===== config.mk =====
export PLATFORM = sky130hd
export DESIGN_NAME = stack_exec_core
export DESIGN_NICKNAME = d
export VERILOG_FILES = /design/src/rtl/stk_pkg.sv /design/src/rtl/stk_dmem.sv /design/src/rtl/stk_alu.sv /design/src/rtl/stk_file.sv /design/src/rtl/stack_exec_core.sv
export SDC_FILE = /design/constraint.sdc
export NUM_CORES = 2
export LEC_CHECK = 0
export ABC_AREA = 0
export BUFFER_PORTS_ARGS = -buffer_cell sky130_fd_sc_hd__buf_2
export CAP_MARGIN = 25
export CORE_ASPECT_RATIO = 2
export CORE_MARGIN = 3
export CORE_UTILIZATION = 35
export CTS_CLUSTER_DIAMETER = 100
export DETAILED_ROUTE_END_ITERATION = 8
export GPL_TIMING_DRIVEN = 0
export HOLD_SLACK_MARGIN = 0.08
export PLACE_DENSITY = 0.51
export SLEW_MARGIN = 10
export SYNTH_ARGS = -nofsm -noshare
export SYNTH_HDL_FRONTEND = slang
export SYNTH_SLANG_ARGS = --single-unit

===== constraint.sdc =====
create_clock -name clk -period 8.38 [get_ports clk]
set_input_delay 0.419 -clock clk [delete_from_list [all_inputs] [get_ports clk]]
set_output_delay 0.419 -clock clk [all_outputs]
set_load 0.01 [all_outputs]

===== src/rtl/stk_pkg.sv =====
package stk_pkg;
   typedef enum logic [1:0] {
      OP_PUSH = 2'b00,
      OP_POP  = 2'b01,
      OP_ADD  = 2'b10,
      OP_SUB  = 2'b11
   } stk_op_e;
endpackage


===== src/rtl/stk_dmem.sv =====
module stk_dmem #(
   parameter int W     = 32,
   parameter int WORDS = 16,
   localparam int AW   = $clog2(WORDS)
) (
   input  logic          clk,
   input  logic          wa_en,
   input  logic [AW-1:0] wa_addr,
   input  logic [W-1:0]  wa_data,
   input  logic          wb_en,
   input  logic [AW-1:0] wb_addr,
   input  logic [W-1:0]  wb_data,
   input  logic [AW-1:0] ra_addr,
   output logic [W-1:0]  ra_data,
   input  logic [AW-1:0] rb_addr,
   output logic [W-1:0]  rb_data
);
   logic [W-1:0] mem [WORDS];

   generate
      if (WORDS < 2) begin : g_bad_words
         $error("stk_dmem: WORDS must be at least 2");
      end
   endgenerate

   // port A (instruction side) wins on an address collision
   always_ff @(posedge clk) begin
      if (wa_en) mem[wa_addr] <= wa_data;
      if (wb_en && !(wa_en && wa_addr == wb_addr)) mem[wb_addr] <= wb_data;
   end

   assign ra_data = mem[ra_addr];
   assign rb_data = mem[rb_addr];
endmodule


===== src/rtl/stk_alu.sv =====
module stk_alu #(
   parameter int W = 32
) (
   input  logic         is_sub,
   input  logic [W-1:0] nos,
   input  logic [W-1:0] tos,
   output logic [W-1:0] res
);
   // second entry is the left operand; results wrap modulo 2^W
   assign res = is_sub ? (nos - tos) : (nos + tos);
endmodule


===== src/rtl/stk_file.sv =====
module stk_file #(
   parameter int W     = 32,
   parameter int DEPTH = 8,
   localparam int CW   = $clog2(DEPTH + 2)
) (
   input  logic          clk,
   input  logic          rst_n,
   input  logic          push_en,
   input  logic [W-1:0]  push_data,
   input  logic          pop_en,
   input  logic          arith_en,
   input  logic [W-1:0]  arith_res,
   output logic [W-1:0]  tos,
   output logic [W-1:0]  nos,
   output logic [CW-1:0] count
);
   logic [W-1:0] ent [DEPTH];

   generate
      if (DEPTH < 2) begin : g_bad_depth
         $error("stk_file: DEPTH must be at least 2");
      end
      for (genvar g = 0; g < DEPTH; g++) begin : g_slot
         logic [W-1:0] q;
         always_ff @(posedge clk) begin
            if (!rst_n) begin
               q <= '0;
            end else if (push_en && count == CW'(g)) begin
               q <= push_data;
            end else if (arith_en && count == CW'(g + 2)) begin
               q <= arith_res;
            end
         end
         assign ent[g] = q;
      end
   endgenerate

   always_ff @(posedge clk) begin
      if (!rst_n) begin
         count <= '0;
      end else if (push_en) begin
         count <= count + 1'b1;
      end else if (pop_en || arith_en) begin
         count <= count - 1'b1;
      end
   end

   always_comb begin
      tos = '0;
      nos = '0;
      for (int i = 0; i < DEPTH; i++) begin
         if (count == CW'(i + 1)) tos = ent[i];
         if (count == CW'(i + 2)) nos = ent[i];
      end
   end


   depth_bound_chk: assert property (@(posedge clk) disable iff (!rst_n)
      count <= CW'(DEPTH));


   push_count_chk: assert property (@(posedge clk) disable iff (!rst_n)
      push_en |=> count == $past(count) + 1'b1);


   push_top_chk: assert property (@(posedge clk) disable iff (!rst_n)
      push_en |=> tos == $past(push_data));
endmodule


===== src/rtl/stack_exec_core.sv =====
module stack_exec_core #(
   parameter int DATA_W      = 32,
   parameter int STACK_DEPTH = 8,
   parameter int MEM_WORDS   = 16,
   localparam int AW         = $clog2(MEM_WORDS),
   localparam int CW         = $clog2(STACK_DEPTH + 2)
) (
   input  logic              clk,
   input  logic              rst_n,
   input  logic              ins_valid,
   output logic              ins_ready,
   input  logic [1:0]        ins_op,
   input  logic [AW-1:0]     ins_addr,
   input  logic              tl_we,
   input  logic [AW-1:0]     tl_addr,
   input  logic [DATA_W-1:0] tl_wdata,
   output logic [DATA_W-1:0] tl_rdata,
   output logic [CW-1:0]     depth,
   output logic              ovf_flag,
   output logic              unf_flag
);
   import stk_pkg::*;

   logic              ready_q, ovf_q, unf_q;
   logic              fire, is_push, is_pop, is_arith;
   logic              full, empty, few;
   logic              push_ok, pop_ok, arith_ok;
   logic [DATA_W-1:0] tos, nos, alu_res, mem_word;
   logic [CW-1:0]     count;
   stk_op_e           op;

   assign op       = stk_op_e'(ins_op);
   assign fire     = ins_valid && ready_q;
   assign is_push  = (op == OP_PUSH);
   assign is_pop   = (op == OP_POP);
   assign is_arith = (op == OP_ADD) || (op == OP_SUB);
   assign full     = (count == CW'(STACK_DEPTH));
   assign empty    = (count == '0);
   assign few      = (count < CW'(2));
   assign push_ok  = fire && is_push && !full;
   assign pop_ok   = fire && is_pop && !empty;
   assign arith_ok = fire && is_arith && !few;

   always_ff @(posedge clk) begin
      if (!rst_n) begin
         ready_q <= 1'b0;
         ovf_q   <= 1'b0;
         unf_q   <= 1'b0;
      end else begin
         ready_q <= 1'b1;
         if (fire && is_push && full) ovf_q <= 1'b1;
         if (fire && ((is_pop && empty) || (is_arith && few))) unf_q <= 1'b1;
      end
   end

   stk_dmem #(.W(DATA_W), .WORDS(MEM_WORDS)) u_mem (
      .clk     (clk),
      .wa_en   (pop_ok),
      .wa_addr (ins_addr),
      .wa_data (tos),
      .wb_en   (tl_we),
      .wb_addr (tl_addr),
      .wb_data (tl_wdata),
      .ra_addr (ins_addr),
      .ra_data (mem_word),
      .rb_addr (tl_addr),
      .rb_data (tl_rdata)
   );

   stk_alu #(.W(DATA_W)) u_alu (
      .is_sub (op == OP_SUB),
      .nos    (nos),
      .tos    (tos),
      .res    (alu_res)
   );

   stk_file #(.W(DATA_W), .DEPTH(STACK_DEPTH)) u_stack (
      .clk       (clk),
      .rst_n     (rst_n),
      .push_en   (push_ok),
      .push_data (mem_word),
      .pop_en    (pop_ok),
      .arith_en  (arith_ok),
      .arith_res (alu_res),
      .tos       (tos),
      .nos       (nos),
      .count     (count)
   );

   assign ins_ready = ready_q;
   assign depth     = count;
   assign ovf_flag  = ovf_q;
   assign unf_flag  = unf_q;


   ready_hold_chk: assert property (@(posedge clk) disable iff (!rst_n)
      ins_ready |=> ins_ready);


   ovf_sticky_chk: assert property (@(posedge clk) disable iff (!rst_n)
      ovf_flag |=> ovf_flag);


   unf_sticky_chk: assert property (@(posedge clk) disable iff (!rst_n)
      unf_flag |=> unf_flag);


   full_push_chk: assert property (@(posedge clk) disable iff (!rst_n)
      (fire && is_push && full) |=> (ovf_flag && $stable(depth) && $stable(tos)));


   empty_pop_chk: assert property (@(posedge clk) disable iff (!rst_n)
      (fire && is_pop && empty) |=> (unf_flag && depth == '0));


   short_arith_chk: assert property (@(posedge clk) disable iff (!rst_n)
      (fire && is_arith && few) |=> (unf_flag && $stable(depth) && $stable(tos)));


   add_result_chk: assert property (@(posedge clk) disable iff (!rst_n)
      (arith_ok && op == OP_ADD) |=> tos == $past(nos) + $past(tos));


   sub_result_chk: assert property (@(posedge clk) disable iff (!rst_n)
      (arith_ok && op == OP_SUB) |=> tos == $past(nos) - $past(tos));


   idle_hold_chk: assert property (@(posedge clk) disable iff (!rst_n)
      !ins_valid |=> $stable(depth));
endmodule


== Word level (Yosys, flattened, before mapping) ==
Memories as Yosys holds them, arrays and structs flattened.
Cells that the tools add are included.

* RAM bits: 512
* Bits in registers: 263
* Logic and storage cells: 118
* Output and inout bits: 39
* Bits of input ports: 46
* Memories kept: 1

* Magnitude comparators: 1
* Muxes and demuxes: 40
* Equal/unequal tests: 13
* Reduce and logical (&&, ||, !) cells: 47
* Add/subtract/negate cells: 4

{| class="wikitable"
|+ Memories
! name !! words !! width !! rd ports !! clocked after Yosys merged registers in !! wr ports !! line !! source
|-
| u_mem.mem || 16 || 32 || 2 || 0 || 2 || stk_dmem.sv:18 || <nowiki>logic [W-1:0] mem [WORDS];</nowiki>
|}

{| class="wikitable"
|+ Operators by type and width
! operator !! number
|-
| $mux W32 || 33
|-
| $add A32 B32 Y32 || 1
|-
| $sub A32 B32 Y32 || 1
|-
| $logic_and A1 B1 Y1 || 29
|-
| $reduce_bool A2 Y1 || 9
|-
| $eq A4 B3 Y1 const B || 4
|-
| $eq A4 B2 Y1 const B || 2
|-
| $eq A4 B4 Y1 const B || 2
|-
| $mux W4 || 2
|-
| $mux W1 || 5
|-
| $add A4 B1 Y4 const B || 1
|-
| $eq A2 B2 Y1 const B || 2
|-
| $eq A4 B1 Y1 const B || 1
|-
| $eq A4 B4 Y1 || 1
|-
| $logic_not A1 Y1 || 4
|-
| $logic_not A4 Y1 || 1
|-
| $lt A4 B2 Y1 const B || 1
|-
| $sub A4 B1 Y4 const B || 1
|-
| $logic_or A1 B1 Y1 || 3
|-
| $eq A2 B1 Y1 const B || 1
|-
| $logic_not A2 Y1 || 1
|}

== Longest topological paths before layout ==
* Depth in word-level cells: 13
* Gate-level depth with buffers: 28

== By module ==
A second synthesis with hierarchy kept.

* Cells, all modules: 4279
* Area total of the unflattened synthesis: 48918.2 um2

{| class="wikitable"
|+ Modules (own cells, without submodules)
! module !! area an instance (um2) !! cells an instance !! times used
|-
| stk_dmem || 30296.6 || 1810 || 1
|-
| stk_file || 16055.4 || 2095 || 1
|-
| stk_alu || 2398.6 || 356 || 1
|-
| stack_exec_core || 167.7 || 18 || 1
|}

== Worst setup path after synthesis ==
OpenSTA, ideal clock, no wires.

* Kind: reg2reg
* From: reg u_stack.count[1]
* To: reg u_stack.g_slot[1].q[30]
* Path buffers: 6
* Period minus slack after synthesis: 5925 ps
* Data arrival time: 5783 ps
* Library setup time: 142 ps
* Cell stages (with the launch flop): 27
* Path slack: 2455 ps
* Path through: dfxtp_1 > inv_1 > ha_1 > clkbuf_1 > clkbuf_1 > buf_1 > a21oi_1 > nor2_1 > o22ai_1 > and3_1 > clkbuf_1 > clkbuf_1 > ha_1 > and3_1 > nand2_1 > o31ai_1 > xor2_1 > ha_1 > a21o_1 > a21o_1 > a2111oi_0 > or3_1 > a21oi_1 > o211ai_1 > and2_0 > clkbuf_1 > o311ai_0

* Word-level cells in the longest chain between the ends: 13
* Elaborated cells between the ends (all ways): 38
* Classes of those cells: add/sub (2); order compare (1); eq/ne (9); mux (19); reduce/logical (7)

{| class="wikitable"
|+ RTL lines
! element !! line !! source
|-
| start: declaration || stk_file.sv:15 || <nowiki>output logic [CW-1:0] count</nowiki>
|-
| start signal: assignment || stk_file.sv:42 || <nowiki>count <= count + 1'b1;</nowiki>
|-
| start signal: assignment || stk_file.sv:44 || <nowiki>count <= count - 1'b1;</nowiki>
|-
| $eq A4 B2 Y1 / $eq A4 B1 Y1 (equally long branches) || stk_file.sv:52, stk_file.sv:53, stk_file.sv:28 ||
|-
| $mux W32 (on tied branches) (8 in series) || stk_file.sv:53, stk_file.sv:52 ||
|-
| $add A32 B32 Y32 / $sub A32 B32 Y32 (equally long branches) || stk_alu.sv:10 || <nowiki>assign res = is_sub ? (nos - tos) : (nos + tos);</nowiki>
|-
| $mux W32 || stk_alu.sv:10 ||
|-
| $mux W32 || stk_file.sv:30 || <nowiki>end else if (arith_en && count == CW'(g + 2)) begin</nowiki>
|-
| $mux W32 || stk_file.sv:28 || <nowiki>end else if (push_en && count == CW'(g)) begin</nowiki>
|-
| end signal: assignment || stk_file.sv:29 || <nowiki>q <= push_data;</nowiki>
|-
| end signal: assignment || stk_file.sv:31 || <nowiki>q <= arith_res;</nowiki>
|-
| end: declaration || stk_file.sv:24 || <nowiki>logic [W-1:0] q;</nowiki>
|}

Several ways; a longest one is shown, not always the timed one. The select of a mux whose other input is x is not followed.
A chain may end at the register's enable or synchronous reset.

== Worst setup path after layout ==
* From: reg u_stack.count[0]
* To: reg u_stack.g_slot[6].q[22]

* Word-level cells in the longest chain between the ends: 13
* Elaborated cells between the ends (all ways): 38
* Classes of those cells: add/sub (2); order compare (1); eq/ne (9); mux (19); reduce/logical (7)

{| class="wikitable"
|+ RTL lines
! element !! line
|-
| $eq A4 B2 Y1 / $eq A4 B1 Y1 (equally long branches) || stk_file.sv:52, stk_file.sv:53
|-
| $mux W32 (on tied branches) (8 in series) || stk_file.sv:53, stk_file.sv:52
|-
| $add A32 B32 Y32 / $sub A32 B32 Y32 (equally long branches) || stk_alu.sv:10
|-
| $mux W32 || stk_alu.sv:10
|-
| $mux W32 || stk_file.sv:30
|-
| $mux W32 || stk_file.sv:28
|-
| end signal: assignment || stk_file.sv:29
|-
| end signal: assignment || stk_file.sv:31
|-
| end: declaration || stk_file.sv:24
|}

Several ways; a longest one is shown, not always the timed one. The select of a mux whose other input is x is not followed.

==> impl_metrics.tcl <==
set metrics [dict create \
    status "finished, violations left" \
    violations "setup timing" \
    fillers 12960 \
    max_slew.worst_pin.slew_ns 1.265 \
    grt_use_met3_pct 11.47 \
    power.total_mw 10.08 \
    ys_types 85 \
    post-route-drc-count 0 \
    required_ns 9.01 \
    drt_iter0_markers 6065 \
    layout_common_cells "nand2_1 (580), edfxtp_1 (512), nor2_1 (416), clkbuf_1 (321), mux4_2 (320)" \
    htree_levels 3 \
    clk_path_buf_depth 3 \
    synth_ff_type "edfxtp_1" \
    drv_cap 0 \
    r2r_start "u_stack.count[0]$_SDFFE_PN0P_" \
    fin_ws_ns -0.0001315 \
    worst_path_max_delay_cell "clkbuf_1" \
    cts_root_buf "clkbuf_16" \
    crit_path_frequent_cell "buf_2" \
    path_clk_slew_ns 0.07 \
    critPathMaxFanout 10 \
    dr.pass1.iters 9 \
    grt_setup_unrepaired "no" \
    cpPeakStageDelay_ns 0.71 \
    fp-row-count 189 \
    placed_cell_area_um2 51610 \
    synth_mux_area_share_pct 19.67 \
    avgRoutedWirePerCell_um 45.02 \
    crit_path_end_kind "register" \
    fp.dieW_um 264.8 \
    final.period_utilization_pct 100.0 \
    initial_utilization_pct 35.27 \
    holdPathStages 3 \
    worstHoldStart "tl_wdata[14]" \
    r2r_setup_slack_ns -0.0001 \
    final_cell_area_um2 54860 \
    syn2layout_area_growth_pct 17.03 \
    synth_edf_count 512 \
    cpLargestDelayFamily "buffers and inverters" \
    synth_compound_area_share_pct 17.93 \
    top_usage_layer "met2" \
    grt_max_degree 17 \
    dpl.hpwl_mm 222.0 \
    syn_inst 4432 \
    drive_above_1_share_pct 20.85 \
    synth_top_family_by_area "multiplexers" \
    reg2reg_depth 25 \
    cts_inserted_buffers 80 \
    ir_worst_vdd_mv 0.1583 \
    gr-total-overflow 0 \
    die_area_um2 138600 \
    synth-seq-cells 775 \
    routed_wl_mm 294.2 \
    slew_headroom_pct 15.36 \
    period_needed_ns 8.380 \
    r2r_end "u_stack.g_slot[6].q[22]$_SDFFE_PN0P_" \
    antenna_found_initial 21 \
    path_buf_inv 7 \
    regArea_um2 20640 \
    synth_seq_area_share_pct 44.03 \
    finalHoldViolCount 0 \
    avgViaCountPerCell 6.813 \
    fmax_mhz 119.3 \
    grtUsageTotal_pct 41.87 \
    synth-xor-area-share_pct 1.065 \
    hold_end "u_mem.mem[15][14]$_DFFE_PP_" \
    layout.cells.most_common "nand2_1" \
    cts_tree "yes" \
    crit_path_start_kind "register" \
    worstSetupPathType "register to register" \
    avgSynthCellArea_um2 10.58 \
    place_congestion 1.058 \
    ys_warn_count 0 \
    antenna_left 0 \
    syn_area_um2 46870 \
    fin_nets 4822 \
    synth_simple_gate_area_share_pct 12.31 \
    die_h_um 523.6 \
    hp-class "primary input to register" \
    multiInputGateArea_um2 24790 \
    fin_skew_ns 0.03492 \
    grt_pass1_vias 44060 \
    cp.arrival_ns 9.01 \
    pin_count 85 \
    synthAdderAreaFrac_pct 1.030 \
    async_reset_ff_share_pct 0 \
    coreArea_um2 132900 \
    leakagePower_nw 18.96 \
    met2_usage_pct 70.41 \
    io_buffers 77 \
    numClockSinks 775 \
    powerDensity_nw_per_um2 183.8 \
    detailroute.via_count 44520 \
    grt_pass1_wl_mm 388.2 \
    setup_viol 1 \
    finalMaxSlewViolations 0 \
    syn_nets 4516 \
    fin_setup_tns_ns -0.0001315 \
    clock_latency_ns 0.75 \
    use_met1_pct 36.64 \
    fin_util_pct 41.28 \
    hold_slack_ns 0.08200 \
]
## Yosys cell counts (13+ instances only)
| cell | count | share of area [%] |
|---|---|---|
| a21boi_0 | 153 | 2.5 |
| o211ai_1 | 17 | 0.27 |
| a222oi_1 | 33 | 0.70 |
| a31oi_1 | 21 | 0.28 |
| and2_1 | 66 | 0.88 |
| a211oi_1 | 49 | 0.78 |
| inv_1 | 25 | 0.20 |
| dfxtp_1 | 263 | 11 |
| mux2_2 | 154 | 3.7 |
| o21ai_0 | 264 | 2.8 |
| nor2b_1 | 39 | 0.52 |
| mux4_2 | 320 | 15 |
| and3_1 | 14 | 0.19 |
| edfxtp_1 | 512 | 33 |
| buf_1 | 55 | 0.44 |
| nand3b_1 | 35 | 0.56 |
| a21oi_1 | 292 | 3.1 |
| ha_1 | 37 | 0.99 |
| a221oi_1 | 16 | 0.30 |
| a22oi_1 | 214 | 3.4 |
| a21o_1 | 22 | 0.35 |
| buf_2 | 37 | 0.40 |
| nor2_1 | 418 | 3.3 |
| o22ai_1 | 18 | 0.24 |
| nand2_1 | 581 | 4.7 |
| a22o_1 | 32 | 0.60 |
| a211o_1 | 26 | 0.49 |
| xnor2_1 | 39 | 0.73 |
| nand3_1 | 62 | 0.66 |
| nor3_1 | 24 | 0.26 |
| xor2_1 | 18 | 0.34 |
| o31ai_1 | 14 | 0.22 |
| clkbuf_1 | 350 | 2.8 |
| o221ai_1 | 13 | 0.24 |
| nand2b_1 | 19 | 0.25 |
| mux2i_1 | 28 | 0.60 |
## how the worst max path moves through the flow
stage                                   from                                   end  slack [ns]  depth (start not counted)
2_1_floorplan  u_stack.count[1]$_SDFFE_PN0P_  u_stack.g_slot[1].q[30]$_SDFFE_PN0P_        2.45                         26
3_3_place_gp   u_stack.count[1]$_SDFFE_PN0P_            u_mem.mem[8][27]$_DFFE_PP_       -2.99                         13
3_5_place_dp   u_stack.count[1]$_SDFFE_PN0P_  u_stack.g_slot[0].q[29]$_SDFFE_PN0P_       -1.50                         28
4_1_cts        u_stack.count[1]$_SDFFE_PN0P_  u_stack.g_slot[7].q[24]$_SDFFE_PN0P_        0.02                         26
5_1_grt        u_stack.count[1]$_SDFFE_PN0P_  u_stack.g_slot[6].q[30]$_SDFFE_PN0P_        0.03                         26
6_report       u_stack.count[0]$_SDFFE_PN0P_  u_stack.g_slot[6].q[22]$_SDFFE_PN0P_     -0.0001                         25
## routing by layer
metal	part of all wire, %	up-vias
met1	28	21870
met3	8.7	1685
met4	16	4
met2	48	3472
met5	0.0088	-
li1	-	17490
## final cells by class
type,count,area share (%)
timing repair buffer,227,4.849
antenna,15,0.06842
buffer,444,3.371
inverter,27,0.1847
tap,1719,3.921
clock inverter,43,0.8644
clock buffer,102,3.927
sequential,775,37.62
multi-input combinational,3183,45.19
## power by group
group / internal, mW / total, mW / switching, mW
Combinational: 0.618 / 2.13 / 1.51
Clock: 2.03 / 3.85 / 1.82
Sequential: 4.08 / 4.10 / 0.0223
## what timing repair did
action                                  4_1_cts  5_1_grt
pin swaps                                     1        2
resized for setup                            20       34
setup buffers                                 1        3
hold endpoints to repair                     11        0
endpoints found under the setup margin      151      151
hold buffers                                  8        0
## cell families after synthesis
kind of cell / Yosys count
xor+xnor: 57
simple gates: 1316
buf+inv: 474
compound gates: 1270
mux: 502
fa+ha+maj: 38
flops: 775
## state kept, by name (all words and copies together) (netlist names)
signal and count:
ovf_flag 1, u_mem.mem 512, ins_ready 1, u_stack.count 4, unf_flag 1, u_stack.g_slot.q 256
## stage by stage
stage | setup WS, ns | std cells
after floorplan | 2.455 | 4432
after global placement | -2.985 | 6228
after detailed placement | -1.501 | 6340
after CTS | 0.01974 | 6493
after global routing | 0.02722 | 6522
final | -0.0001315 | 6535
## tightest hold or removal path, stage by stage
cell and delay, ns:
buf_2 0.17, nand2_1 0.06, o21ai_0 0.06
Note: power is estimated with default switching activity, not from simulation.
